==> src/rtl/lsu_pkg.sv <==
package lsu_pkg;

  typedef enum logic [1:0] {
    SZ_BYTE = 2'b00,
    SZ_HALF = 2'b01,
    SZ_WORD = 2'b10,
    SZ_WIDE = 2'b11
  } acc_size_e;

  // Width of the byte-offset field for a given data width.
  function automatic int unsigned off_bits(input int unsigned data_w);
    return $clog2(data_w / 8);
  endfunction

endpackage

==> src/rtl/lsu_agen.sv <==
module lsu_agen
  import lsu_pkg::*;
#(
  parameter int unsigned ADDR_W = 32,
  parameter int unsigned IMM_W  = 16,
  parameter int unsigned OFF_W  = 2
) (
  input  logic [ADDR_W-1:0] base_i,
  input  logic [IMM_W-1:0]  imm_i,
  input  acc_size_e         size_i,
  output logic [ADDR_W-1:0] ea_o,
  output logic [ADDR_W-1:0] word_addr_o,
  output logic [OFF_W-1:0]  off_o,
  output logic              bad_align_o
);

  localparam int unsigned EXT_W = ADDR_W - IMM_W;

  logic [ADDR_W-1:0] imm_ext;

  always_comb begin
    imm_ext     = {{EXT_W{imm_i[IMM_W-1]}}, imm_i};
    ea_o        = base_i + imm_ext;
    off_o       = ea_o[OFF_W-1:0];
    word_addr_o = {ea_o[ADDR_W-1:OFF_W], {OFF_W{1'b0}}};
    unique case (size_i)
      SZ_BYTE: bad_align_o = 1'b0;
      SZ_HALF: bad_align_o = ea_o[0];
      default: bad_align_o = |ea_o[OFF_W-1:0];
    endcase
  end

endmodule

==> src/rtl/lsu_store_steer.sv <==
module lsu_store_steer
  import lsu_pkg::*;
#(
  parameter int unsigned DATA_W = 32,
  parameter int unsigned OFF_W  = 2
) (
  input  logic [DATA_W-1:0]   src_i,
  input  acc_size_e           size_i,
  input  logic [OFF_W-1:0]    off_i,
  output logic [DATA_W/8-1:0] lane_en_o,
  output logic [DATA_W-1:0]   wdata_o
);

  localparam int unsigned LANES = DATA_W / 8;

  for (genvar g = 0; g < LANES; g++) begin : g_lane
    localparam int unsigned HALF_IDX  = g / 2;
    localparam int unsigned HALF_BYTE = g % 2;

    logic       sel;
    logic [7:0] src_byte;

    always_comb begin
      unique case (size_i)
        SZ_BYTE: begin
          sel      = (off_i == OFF_W'(g));
          src_byte = src_i[7:0];
        end
        SZ_HALF: begin
          sel      = (off_i[OFF_W-1:1] == (OFF_W-1)'(HALF_IDX));
          src_byte = src_i[8*HALF_BYTE +: 8];
        end
        default: begin
          sel      = 1'b1;
          src_byte = src_i[8*g +: 8];
        end
      endcase
    end

    assign lane_en_o[g]      = sel;
    assign wdata_o[8*g +: 8] = sel ? src_byte : 8'h00;
  end

endmodule

==> src/rtl/lsu_load_extract.sv <==
module lsu_load_extract
  import lsu_pkg::*;
#(
  parameter int unsigned DATA_W = 32,
  parameter int unsigned OFF_W  = 2
) (
  input  logic [DATA_W-1:0] word_i,
  input  acc_size_e         size_i,
  input  logic              uns_i,
  input  logic [OFF_W-1:0]  off_i,
  output logic [DATA_W-1:0] value_o
);

  localparam int unsigned HALVES = DATA_W / 16;

  logic [7:0]  byte_v;
  logic [15:0] half_v;
  logic [15:0] half_arr [HALVES];

  for (genvar g = 0; g < HALVES; g++) begin : g_half
    assign half_arr[g] = word_i[16*g +: 16];
  end

  always_comb begin
    byte_v = word_i[8*off_i +: 8];
    half_v = half_arr[off_i[OFF_W-1:1]];
    unique case (size_i)
      SZ_BYTE: value_o = {{(DATA_W-8){byte_v[7] & ~uns_i}}, byte_v};
      SZ_HALF: value_o = {{(DATA_W-16){half_v[15] & ~uns_i}}, half_v};
      default: value_o = word_i;
    endcase
  end

endmodule

==> src/rtl/lsu_lane_unit.sv <==
module lsu_lane_unit
  import lsu_pkg::*;
#(
  parameter int unsigned ADDR_W = 32,
  parameter int unsigned DATA_W = 32,
  parameter int unsigned IMM_W  = 16
) (
  input  logic                clk,
  input  logic                rst_n,
  input  logic                req_valid,
  input  logic                req_store,
  input  logic [1:0]          req_size,
  input  logic                req_unsigned,
  input  logic [ADDR_W-1:0]   base_addr,
  input  logic [IMM_W-1:0]    imm_off,
  input  logic [DATA_W-1:0]   store_data,
  input  logic [DATA_W-1:0]   mem_rdata,
  output logic [ADDR_W-1:0]   mem_addr,
  output logic                mem_re,
  output logic                mem_we,
  output logic [DATA_W/8-1:0] mem_wstrb,
  output logic [DATA_W-1:0]   mem_wdata,
  output logic                misalign,
  output logic                ld_valid,
  output logic [DATA_W-1:0]   ld_data
);

  localparam int unsigned LANES = DATA_W / 8;
  localparam int unsigned OFF_W = off_bits(DATA_W);

  // Reset: asserted asynchronously, released on a clock edge
  logic [1:0] rst_pipe;
  logic       rst_sync_n;

  always_ff @(posedge clk or negedge rst_n) begin
    if (!rst_n) rst_pipe <= 2'b00;
    else        rst_pipe <= {rst_pipe[0], 1'b1};
  end
  assign rst_sync_n = rst_pipe[1];

  // Address generation
  acc_size_e          size_e;
  logic [ADDR_W-1:0]  ea;
  logic [ADDR_W-1:0]  word_addr;
  logic [OFF_W-1:0]   off;
  logic               bad_align;

  assign size_e = acc_size_e'(req_size);

  lsu_agen #(
    .ADDR_W (ADDR_W),
    .IMM_W  (IMM_W),
    .OFF_W  (OFF_W)
  ) u_agen (
    .base_i      (base_addr),
    .imm_i       (imm_off),
    .size_i      (size_e),
    .ea_o        (ea),
    .word_addr_o (word_addr),
    .off_o       (off),
    .bad_align_o (bad_align)
  );

  // Request qualification
  logic go;
  logic store_go;
  logic load_go;

  assign misalign = req_valid & bad_align;
  assign go       = req_valid & ~bad_align;
  assign store_go = go & req_store;
  assign load_go  = go & ~req_store;

  // Store lane steering
  logic [LANES-1:0] lane_en;

  lsu_store_steer #(
    .DATA_W (DATA_W),
    .OFF_W  (OFF_W)
  ) u_steer (
    .src_i     (store_data),
    .size_i    (size_e),
    .off_i     (off),
    .lane_en_o (lane_en),
    .wdata_o   (mem_wdata)
  );

  assign mem_addr  = word_addr;
  assign mem_we    = store_go;
  assign mem_re    = load_go;
  assign mem_wstrb = lane_en & {LANES{store_go}};

  // Load extraction
  logic [DATA_W-1:0] ld_value;

  lsu_load_extract #(
    .DATA_W (DATA_W),
    .OFF_W  (OFF_W)
  ) u_extract (
    .word_i  (mem_rdata),
    .size_i  (size_e),
    .uns_i   (req_unsigned),
    .off_i   (off),
    .value_o (ld_value)
  );

  // Load result register: next state, then storage
  logic              ld_valid_d;
  logic              ld_data_en;
  logic [DATA_W-1:0] ld_data_d;

  always_comb begin
    ld_valid_d = load_go;
    ld_data_en = load_go;
    ld_data_d  = ld_value;
  end

  always_ff @(posedge clk or negedge rst_sync_n) begin
    if (!rst_sync_n) begin
      ld_valid <= 1'b0;
    end else begin
      ld_valid <= ld_valid_d;
    end
  end

  always_ff @(posedge clk or negedge rst_sync_n) begin
    if (!rst_sync_n) begin
      ld_data <= '0;
    end else if (ld_data_en) begin
      ld_data <= ld_data_d;
    end
  end

endmodule

==> config.mk <==
export PLATFORM = sky130hd
export DESIGN_NAME = lsu_lane_unit
export DESIGN_NICKNAME = d
export VERILOG_FILES = /design/src/rtl/lsu_pkg.sv /design/src/rtl/lsu_agen.sv /design/src/rtl/lsu_store_steer.sv /design/src/rtl/lsu_load_extract.sv /design/src/rtl/lsu_lane_unit.sv
export SDC_FILE = /design/constraint.sdc
export NUM_CORES = 1
export LEC_CHECK = 0
export BUFFER_PORTS_ARGS = -buffer_cell sky130_fd_sc_hd__clkbuf_2
export CORE_MARGIN = 5
export CORE_UTILIZATION = 45
export CTS_CLUSTER_SIZE = 16
export DETAILED_ROUTE_END_ITERATION = 12
export PLACE_DENSITY = 0.81
export SYNTH_ARGS = -nofsm -noshare
export SYNTH_HDL_FRONTEND = slang
export SYNTH_SLANG_ARGS = --single-unit
==> constraint.sdc <==
create_clock -name clk -period 2.4 [get_ports clk]
set_input_delay 0.12 -clock clk [delete_from_list [all_inputs] [get_ports clk]]
set_output_delay 0.12 -clock clk [all_outputs]
set_load 0.01 [all_outputs]
==> summary.txt <==
Placement
  • GP Congestion: around 0.94
  • Buffers on Ports: 220
  • Area after DPL: roughly 5300 um^2
  • HPWL after detailed placement: roughly 12000 um
  • Placed Instances: 860

Global routing
  • Antenna violations before repair: 0
  • Global route overflow: 0
  • Global Route Usage Sum: approximately a quarter
  • Vias in the first global route: 5054
  • Largest net degree at the start of global routing: 39
  • Global-route wire length before repair: roughly 24000 um

Clock network
  • Root Buffer: clkbuf_8
  • CTS buffer count: 5
  • Clk sinks: 35
  • Clk_lat worst skew: 0.28 ns
  • CTS tree: built
  • H-tree Lvls: 2
  • Clock Path Buffers: 2
  • Clock slew at the register clock pins of the worst setup and hold paths: 0.08 ns

STA
  • Fin crit share: approximately 100%
  • Final Max Slew Viols: 0
  • Slew @ Worst Pin: between 0.7 and 0.8 ns
  • Final hold vios: 0
  • Final setup viols: 0
  • FMAX: ~420 MHz
  • Layout Skew: 0.00586 ns
  • Crit path time final: about 2.4 ns
  • Slew HR: 51.6%
  • Unrepaired setup endpoints after global routing: yes

Detailed routing
  • WL per Instance: 17.1 um
  • First-pass DRT Iterations: 7
  • DRT Wirelength: 14900 um
  • Final ANT Viol Nets: 0
  • Vias after detailed routing: 4979
  • Initial DRC count: around 340
  • Residual DRC count: 0
  • Vias/cell: roughly 5.7

Layout
  • Final net count: roughly 910
  • Area of the multi-input gates: 3030 um^2
  • Fraction of layout cells with a size suffix above 1: between 30% and 40%
  • Fin area: about 5600 um^2
  • Most frequent cells in the layout: clkbuf_2 (214), nand2_1 (70), nor2_1 (63)
  • Final cell count without fillers: 870
  • Layout area overhead: 41.6%
  • FILL cells: approximately 720
  • Most common cell after layout, fill and taps aside: clkbuf_2
  • Sequential Area: 876 um^2
  • Antenna Cells: 0

Critical path
  • Crit path kind: in -> out
  • Worst path cell trace: buf_6 -> ha_4 -> inv_2 -> fa_2 -> nand2b_4 -> a211oi_4 -> o21a_1 -> o31a_1 -> a31oi_4 -> o21ai_2 -> a221oi_2 -> xnor2_1 -> buf_2
  • Data required, critical path: between 2 and 2.5 ns
  • CP Launch Type: primary input
  • Slowest CP cell: fa_2
  • Critical path's top delay family: compound AO/OA/AOI/OAI gates
  • Worst Path Buf+Inv: 3
  • Crit Path Max Fanout: 2
  • Largest stage delay, worst path: 0.35 ns
  • CP Data Arrival Time: roughly 2.3 ns
  • Endpoint type of the worst setup path: output port

Floorplanning
  • Placement Rows: 34
  • Die Width: 104 um
  • Starting density of the core: ~46%
  • Full die area: 10700 um^2
  • Core ar.: about 8600 um^2
  • I/O Pins: around 220
  • Chip Height: 104 um

Pwr
  • Worst vdd ir: just over 0.3 mV
  • Pwr dens: approximately 530 nW/um^2
  • Leak pwr: about 0.0029 uW

Yosys
  • Cells after Synth: approximately 530
  • Syn Area/Cell: 7.50 um^2
  • Yosys reg bits: 35
  • Post-Synthesis Cell Area: ~3900 um^2
  • Async SR Flop Fraction: 100%
  • Most common flop cell mapped by yosys: dfrtp_1
  • Synth unique cells: 54
  • EDFF count, synth: 0
  • Seq/Total Area, Yosys: roughly 22%
  • Syn. warnings: 0

Outcome
  • Outcome: complete, no violations

Flow run
  • Max-Cap Viols: 0

Hold path
  • HP Class: in -> reg
[tightest hold or removal path, cell delays in order]
cell      delay (ns)
clkbuf_2        0.09
nand2_1         0.05
a21oi_1         0.06
[flip-flops by register name (all words and copies together) (netlist names)]
name and flops:
ld_valid 1, rst_pipe 2, ld_data 32
[power by group]
| group | internal [uW] | leakage [uW] | switching [uW] |
|---|---|---|---|
| sequential | 742 | 0.000421 | 90.1 |
| combinational | 746 | 0.00241 | 963 |
| clock | 203 | 0.0000412 | 225 |
[cells by family (layout without fill, tap and decap cells)]
kind of cell	Yosys count	after routing	synth area share [%]
AOI/OAI and AO/OA	185	185	30.5
adders and majority gates	32	32	10.4
xor gates and xnor gates	29	29	6.45
buffers and inverters	41	277	4.29
DFF	35	35	22.2
other	2	3	0.191
muxes	18	18	5.56
and+or+nand+nor	183	183	20.4
[cell usage after synthesis, types with 11 or more instances]
library cell / count / area [um^2]
clkbuf_1: 20 / 75.1
nand2_1: 70 / 263
ha_1: 31 / 388
nor2_1: 63 / 236
nand3_1: 11 / 55.1
mux2i_1: 14 / 140
xnor2_1: 20 / 175
and2_1: 12 / 75.1
dfrtp_1: 35 / 876
a21oi_1: 67 / 335
o21ai_0: 34 / 170
a21o_1: 15 / 113
[layer usage]
layer  part of all wire (%)  track usage, %
met3                    8.6            5.53
met1                     37            30.4
met5                      0               0
met4                    3.8            9.37
met2                     51            46.7
[timing repair]
action                     CTS  global route
hold buffers                 1             0
setup endpoints to repair    6            15
pin swaps                    1            13
hold endpoints to repair     2             0
setup buffers                0             1
gates resized for setup      4            35
[path summary, 6_finish.rpt]
check	startpoint	to	slack (ns)	cells after the start
max	imm_off[0]	mem_addr[28]	0.0006	13
min	mem_rdata[21]	ld_data[21]$_DFFE_PN0P_	0.07	3
max reg2reg	ld_data[18]$_DFFE_PN0P_	ld_data[18]$_DFFE_PN0P_	1.68	2
min reg2reg	rst_pipe[1]$_DFF_PN0_	ld_data[4]$_DFFE_PN0P_	0.28	1
max in group asynchronous	rst_pipe[1]$_DFF_PN0_	ld_data[29]$_DFFE_PN0P_	1.81	1
min in group asynchronous	rst_n	rst_pipe[1]$_DFF_PN0_	0.18	2
[per-stage QoR]
stage	hold WS, ns	setup TNS, ns	utilization (%)	total power, uW	setup slack, ns
floorplan	-0.176	0	-	1760	0.0461
global placement	-0.0941	-0.166	61.6	2440	-0.0697
detailed placement	-0.0904	-0.229	61.6	2480	-0.0832
CTS	0.0648	-0.00943	62.9	2920	-0.00943
global route	0.0788	-0.139	64.6	3180	-0.0730
finish	0.0664	0	64.6	2970	0.000573
[layout make-up]
class	count	area share [%]
sequential	35	15.7
multi-input combinational	450	54.4
clock buffer	6	1.30
timing repair buffer	258	25.2
tap	108	2.42
inverter	11	0.741
clock inverter	2	0.224
No activity file was read; power rests on OpenSTA's default activity.
